### src/rtl/hier_sel_pkg.sv
package hier_sel_pkg;
  typedef enum logic [1:0] {
    ST_IDLE  = 2'd0,
    ST_CHECK = 2'd1,
    ST_REQ   = 2'd2,
    ST_DONE  = 2'd3
  } selState_t;

  typedef struct packed {
    logic init;     // begin a scan at the baseline
    logic take;     // capture an evaluator response
    logic step;     // advance to the next table entry
    logic markBad;  // entry failed the doubling rule
    logic finish;   // publish the result
  } selCtl_t;
endpackage

### src/rtl/hsel_ctrl.sv
module hsel_ctrl
  import hier_sel_pkg::*;
(
  input  logic    clk,
  input  logic    rstN,
  input  logic    start,
  input  logic    evalAck,
  input  logic    curBad,
  input  logic    curLast,
  output selCtl_t ctl,
  output logic    evalReq,
  output logic    done
);
  selState_t state, nextState;

  always_ff @(posedge clk) begin
    if (!rstN) state <= ST_IDLE;
    else       state <= nextState;
  end

  always_comb begin
    nextState = state;
    ctl = '0;
    case (state)
      ST_IDLE: if (start) begin
        ctl.init = 1'b1;
        nextState = ST_REQ;
      end
      ST_REQ: if (evalAck) begin
        ctl.take = 1'b1;
        if (curLast) begin
          ctl.finish = 1'b1;
          nextState = ST_DONE;
        end else begin
          ctl.step = 1'b1;
          nextState = ST_CHECK;
        end
      end
      ST_CHECK: if (curBad) begin
        ctl.markBad = 1'b1;
        if (curLast) begin
          ctl.finish = 1'b1;
          nextState = ST_DONE;
        end else begin
          ctl.step = 1'b1;
        end
      end else begin
        nextState = ST_REQ;
      end
      ST_DONE: nextState = ST_IDLE;
      default: nextState = ST_IDLE;
    endcase
  end

  assign evalReq = (state == ST_REQ);
  assign done    = (state == ST_DONE);


  done_pulse_chk: assert property (@(posedge clk) disable iff (!rstN)
    done |=> !done);


  req_hold_chk: assert property (@(posedge clk) disable iff (!rstN)
    (evalReq && !evalAck) |=> evalReq);
endmodule

### src/rtl/hsel_path.sv
module hsel_path
  import hier_sel_pkg::*;
#(
  parameter int NUM_CAND = 10,
  parameter int SZW      = 16,
  parameter int TW       = 16,
  parameter int EW       = 16,
  parameter int IW       = 4,
  parameter logic [NUM_CAND*3*SZW-1:0] CAND_TABLE = '0,
  parameter int REF_L1   = 32,
  parameter int REF_L2   = 256,
  parameter int REF_L3   = 16384
)(
  input  logic           clk,
  input  logic           rstN,
  input  selCtl_t        ctl,
  input  logic [TW-1:0]  evalTime,
  input  logic [EW-1:0]  evalEnergy,
  output logic [IW-1:0]  curIdx,
  output logic [SZW-1:0] curL1,
  output logic [SZW-1:0] curL2,
  output logic [SZW-1:0] curL3,
  output logic           curBad,
  output logic           curLast,
  output logic [IW-1:0]  resIdx,
  output logic [EW-1:0]  resEnergy,
  output logic           resValid,
  output logic           cfgErr
);
  localparam logic [IW-1:0] REF_IDX  = IW'(NUM_CAND);
  localparam logic [IW-1:0] LAST_IDX = IW'(NUM_CAND - 1);
  localparam int ENT_W = 3 * SZW;

  logic [SZW-1:0] tabL1 [NUM_CAND];
  logic [SZW-1:0] tabL2 [NUM_CAND];
  logic [SZW-1:0] tabL3 [NUM_CAND];

  for (genvar g = 0; g < NUM_CAND; g++) begin : g_unpack
    assign tabL1[g] = CAND_TABLE[g*ENT_W         +: SZW];
    assign tabL2[g] = CAND_TABLE[g*ENT_W + SZW   +: SZW];
    assign tabL3[g] = CAND_TABLE[g*ENT_W + 2*SZW +: SZW];
  end

  function automatic logic ladderOk(input logic [SZW-1:0] a,
                                    input logic [SZW-1:0] b,
                                    input logic [SZW-1:0] c);
    logic [SZW+1:0] floorSz;
    logic ok;
    ok = (a != '0);
    floorSz = {2'b00, a};
    if (b != '0) begin
      if ({2'b00, b} < (floorSz << 1)) ok = 1'b0;
      floorSz = {2'b00, b};
    end
    if (c != '0) begin
      if ({2'b00, c} < (floorSz << 1)) ok = 1'b0;
    end
    return ok;
  endfunction

  always_comb begin
    if (curIdx < REF_IDX) begin
      curL1 = tabL1[curIdx];
      curL2 = tabL2[curIdx];
      curL3 = tabL3[curIdx];
    end else begin
      curL1 = SZW'(REF_L1);
      curL2 = SZW'(REF_L2);
      curL3 = SZW'(REF_L3);
    end
  end

  assign curBad  = !ladderOk(curL1, curL2, curL3);
  assign curLast = (curIdx == LAST_IDX);

  logic [TW-1:0] refTime;
  logic [EW-1:0] bestE;
  logic [IW-1:0] bestIdx;
  logic          onRef;
  logic          beats;

  assign onRef = (curIdx == REF_IDX);
  assign beats = (evalTime <= refTime) && (evalEnergy < bestE);

  always_ff @(posedge clk) begin
    if (!rstN) begin
      curIdx   <= '0;
      refTime  <= '0;
      bestE    <= '0;
      bestIdx  <= '0;
      resValid <= 1'b0;
      cfgErr   <= 1'b0;
    end else begin
      if (ctl.init) begin
        curIdx   <= REF_IDX;
        cfgErr   <= 1'b0;
        resValid <= 1'b0;
      end
      if (ctl.take) begin
        if (onRef) begin
          refTime <= evalTime;
          bestE   <= evalEnergy;
          bestIdx <= REF_IDX;
        end else if (beats) begin
          bestE   <= evalEnergy;
          bestIdx <= curIdx;
        end
      end
      if (ctl.step)    curIdx   <= onRef ? '0 : curIdx + 1'b1;
      if (ctl.markBad) cfgErr   <= 1'b1;
      if (ctl.finish)  resValid <= 1'b1;
    end
  end

  assign resIdx    = bestIdx;
  assign resEnergy = bestE;


  best_energy_chk: assert property (@(posedge clk) disable iff (!rstN)
    (ctl.take && !onRef) |=> (bestE <= $past(bestE)));


  skip_bad_chk: assert property (@(posedge clk) disable iff (!rstN)
    ctl.take |-> !curBad);


  err_sticky_chk: assert property (@(posedge clk) disable iff (!rstN)
    (cfgErr && !ctl.init) |=> cfgErr);


  valid_hold_chk: assert property (@(posedge clk) disable iff (!rstN)
    (!ctl.init && !ctl.finish) |=> $stable(resValid));
endmodule

### src/rtl/hier_cfg_select.sv
module hier_cfg_select #(
  parameter int NUM_CAND = 10,
  parameter int SZW      = 16,
  parameter int TW       = 16,
  parameter int EW       = 16,
  parameter logic [NUM_CAND*3*SZW-1:0] CAND_TABLE = {
    16'd16384, 16'd512, 16'd16,
    16'd2048,  16'd256, 16'd16,
    16'd16384, 16'd128, 16'd16,
    16'd4096,  16'd128, 16'd16,
    16'd8192,  16'd64,  16'd16,
    16'd2048,  16'd64,  16'd16,
    16'd2048,  16'd32,  16'd8,
    16'd0,     16'd2048, 16'd16,
    16'd0,     16'd1024, 16'd16,
    16'd0,     16'd256, 16'd16
  },
  parameter int REF_L1   = 32,
  parameter int REF_L2   = 256,
  parameter int REF_L3   = 16384,
  localparam int IW      = $clog2(NUM_CAND + 1)
)(
  input  logic           clk,
  input  logic           rstN,
  input  logic           start,
  output logic           evalReq,
  output logic [IW-1:0]  evalIdx,
  output logic [SZW-1:0] evalL1,
  output logic [SZW-1:0] evalL2,
  output logic [SZW-1:0] evalL3,
  input  logic           evalAck,
  input  logic [TW-1:0]  evalTime,
  input  logic [EW-1:0]  evalEnergy,
  output logic           done,
  output logic           resValid,
  output logic [IW-1:0]  resIdx,
  output logic [EW-1:0]  resEnergy,
  output logic           cfgErr
);
  hier_sel_pkg::selCtl_t ctl;
  logic curBad, curLast;

  hsel_ctrl u_ctrl (
    .clk     (clk),
    .rstN    (rstN),
    .start   (start),
    .evalAck (evalAck),
    .curBad  (curBad),
    .curLast (curLast),
    .ctl     (ctl),
    .evalReq (evalReq),
    .done    (done)
  );

  hsel_path #(
    .NUM_CAND   (NUM_CAND),
    .SZW        (SZW),
    .TW         (TW),
    .EW         (EW),
    .IW         (IW),
    .CAND_TABLE (CAND_TABLE),
    .REF_L1     (REF_L1),
    .REF_L2     (REF_L2),
    .REF_L3     (REF_L3)
  ) u_path (
    .clk        (clk),
    .rstN       (rstN),
    .ctl        (ctl),
    .evalTime   (evalTime),
    .evalEnergy (evalEnergy),
    .curIdx     (evalIdx),
    .curL1      (evalL1),
    .curL2      (evalL2),
    .curL3      (evalL3),
    .curBad     (curBad),
    .curLast    (curLast),
    .resIdx     (resIdx),
    .resEnergy  (resEnergy),
    .resValid   (resValid),
    .cfgErr     (cfgErr)
  );
endmodule

### config.mk
export PLATFORM = sky130hd
export DESIGN_NAME = hier_cfg_select
export DESIGN_NICKNAME = d
export VERILOG_FILES = /design/src/rtl/hier_sel_pkg.sv /design/src/rtl/hsel_ctrl.sv /design/src/rtl/hsel_path.sv /design/src/rtl/hier_cfg_select.sv
export SDC_FILE = /design/constraint.sdc
export NUM_CORES = 1
export LEC_CHECK = 0
export BUFFER_PORTS_ARGS = -buffer_cell sky130_fd_sc_hd__buf_4
export CAP_MARGIN = 0
export CORE_AREA = 2 2 82 84
export CTS_BUF_LIST = sky130_fd_sc_hd__clkbuf_4
export CTS_CLUSTER_DIAMETER = 40
export DETAILED_ROUTE_END_ITERATION = 7
export DIE_AREA = 0 0 84 86
export PLACE_DENSITY_LB_ADDON = 0.08
export SYNTH_ARGS = -nofsm -noshare
export SYNTH_HDL_FRONTEND = slang
export SYNTH_SLANG_ARGS = --single-unit
### constraint.sdc
create_clock -name clk -period 3.1 [get_ports clk]
set_input_delay 0.31 -clock clk [delete_from_list [all_inputs] [get_ports clk]]
set_output_delay 0.31 -clock clk [all_outputs]
set_load 0.01 [all_outputs]
==> flow_summary.ini <==
[yosys]
yosys_warnings = 0
synth_area_um2 = 3240
ys.flop_type = dfxtp_1
synth_edf_count = 0
synth_top_area_share_pct = 27.2
postSynthCellCount = 416
synth.area.top_cells = dfxtp_1, ha_1, nand2_1
seq_area_frac_synth_pct = 27.2
syn_avg_cell_area_um2 = 7.78
synthArstFlopShare_pct = 0
synth_largest_area_cell = dfxtp_1
synth-seq-cells = 44
synth_cell_type_count = 50

[cells_and_area]
finish.instance_area_um2 = 3800
final_cell_mix = nand2_1, buf_4, inv_1, ha_1, dfxtp_1
fin_cells = 565
fin_nets = 566
drive_above_1_share_pct = 19.9
final_common_cell = nand2_1
antenna_cells = 0
fillers = 586
area_growth_syn_to_layout_pct = 17.6

[floorplan]
start_util_pct = 51.5
die_area_um2 = 7220
design.core.area_um2 = 6280
die_height_um = 86
die_w_um = 84
row_count = 29
ioPinCount = 112

[grt]
grt.overflow.total = 0
grt_max_degree = 45
grt_pass1_wl_um = 11500
first_global_vias = 2598
grtUsageTotal_pct = 19.3
antenna_found_initial = 0

[clock_tree]
insertion_delay_ns = 0.36
cts_sinks = 44
cts_root_buf = clkbuf_4
clk_pin_slew_worst_paths_ns = 0.14
post_cts_buffers = 0
cts-htree-levels = 2
cts_tree = yes
clockBufferDepth = 2
cts_made_buffers = 5

[worst_setup_path]
crit_type = flop to flop
worstSetupStartpointType = flop
end_kind = flop
critPathRequiredTime_ns = 3.39
crit_arrival_ns = 3.03
cp_max_fo = 12

[timing]
finalMaxSlewViolations = 0
fin_setup_tns_ns = 0
period_minus_slack_ns = 2.73
hold_violations = 0
fmax_ghz = 0.366
grt_setup_unrepaired = false
layout_setup_ws_ns = 0.368
worstMarginPinSlew_ns = 0.746
setup-violations-final = 0
slew_headroom_pct = 50.2
fin_crit_sh_pct = 88.1
finClkSkew_ns = 0.00717

[min_path]
hold_path.class = input port to flop

[place]
portBuffers = 77
gp_congestion = 0.892
dp_slack_ns = 0.371
placed_cell_area_um2 = 3720
place_hpwl_um = 5330
dp_cells = 557

[routing]
viasPerCell = 5.01
drtAntennaViolNets = 0
vias = 2828
first_pass_iters = 4
wl_per_cell_um = 12.1
drtIter0Drc = 61
drc_errors = 0
totalWireLength_um = 6840

[pwr]
vdd_drop_max_mv = 0.327
leakage_nw = 1.83
total_power_mw = 1.82
power.density_nw_per_um2 = 477

[job]
maxCapViolCount = 0

[outcome]
outcome = finished clean
==> through the flow <==
| step | hold WS, ns | util [%] |
|---|---|---|
| CTS | 0.172 | 60.6 |
| floorplan | 0.436 | - |
| detailed placement | 0.446 | 59.3 |
| global route | 0.165 | 60.6 |
| global placement | 0.442 | 59.3 |
| finish | 0.195 | 60.6 |
==> critical path, stage by stage (launching register included) <==
cell	delay, ns
dfxtp_1	0.59
inv_2	0.12
nand2_1	0.13
a211oi_1	0.08
a21o_1	0.19
ha_1	0.28
and4b_1	0.17
o21ai_1	0.12
o2bb2ai_1	0.18
a41o_1	0.37
mux2_1	0.35
nor2_1	0.08
==> cell type report <==
type / count / area (um^2) / share of cell area, %
Multi-Input combinational cell: 308 / 1960 / 51.5
Sequential cell: 44 / 882 / 23.2
Timing Repair Buffer: 82 / 616 / 16.2
Inverter: 46 / 173 / 4.54
Tap cell: 77 / 96.3 / 2.53
Clock inverter: 3 / 42.5 / 1.12
Clock buffer: 5 / 37.5 / 0.987
==> sequential cells by signal, indices dropped and copies added, names as in the netlist <==
name and count:
u_path.curIdx 4, u_ctrl.state 2, u_path.resIdx 4, u_path.refTime 16, u_path.resEnergy 16, u_path.cfgErr 1
u_path.resValid 1
==> synthesized netlist by cell type, types with 2 or more instances <==
cell,number
or3_1,2
dfxtp_1,44
a21oi_2,2
mux2i_1,20
buf_4,35
inv_1,43
inv_2,3
nand2b_1,4
nand4_1,6
nand2_1,86
a211o_1,2
nand3_1,8
o21a_1,3
a211oi_1,4
a21o_1,6
a22oi_1,3
clkbuf_1,12
nor3_1,6
o31ai_1,2
ha_1,43
nor2_1,14
a21oi_1,26
a311oi_1,2
and2_1,3
o21ai_0,6
a31oi_1,3
o21ai_1,5
==> per-layer routing <==
metal / GRT usage [%] / up-vias / routed length, um
met4: 5.72 / 0 / 91
met1: 24.7 / 1283 / 3040
met5: 0 / - / 0
met2: 33.3 / 69 / 3380
met3: 3.66 / 10 / 340
li1: - / 1466 / -
==> report_power, final <==
part | total (mW) | internal [mW] | leakage [nW] | switching [mW]
Clock | 0.369 | 0.169 | 0.0428 | 0.200
Sequential | 0.695 | 0.613 | 0.356 | 0.0815
Combinational | 0.752 | 0.338 | 1.43 | 0.413
Total | 1.82 | 1.12 | 1.83 | 0.695
==> path summary, 6_finish.rpt <==
kind	start	end	slack, ns	cells after the start
setup / recovery	u_path.curIdx[3]	u_path.curIdx[2]	0.37	11
hold / removal	evalTime[11]	u_path.refTime[11]	0.19	3
setup reg to reg	u_path.curIdx[3]	u_path.curIdx[2]	0.37	11
hold reg to reg	u_path.refTime[4]	u_path.refTime[4]	0.46	2
==> timing repair <==
item / CTS / global route
gates resized for setup: 0 / 1
setup endpoints to repair: 0 / 1
hold buffers: 0 / 0
==> cell families after synthesis <==
logic type | Yosys count | share of synthesized area [%]
AOI/OAI and AO/OA | 74 | 15.0
adders and majority gates | 43 | 16.6
buffers and inverters | 97 | 16.1
DFF | 44 | 27.2
muxes | 21 | 6.54
other | 1 | 0.116
and+or+nand+nor | 136 | 18.4
Note: power is estimated with default switching activity, not from simulation.
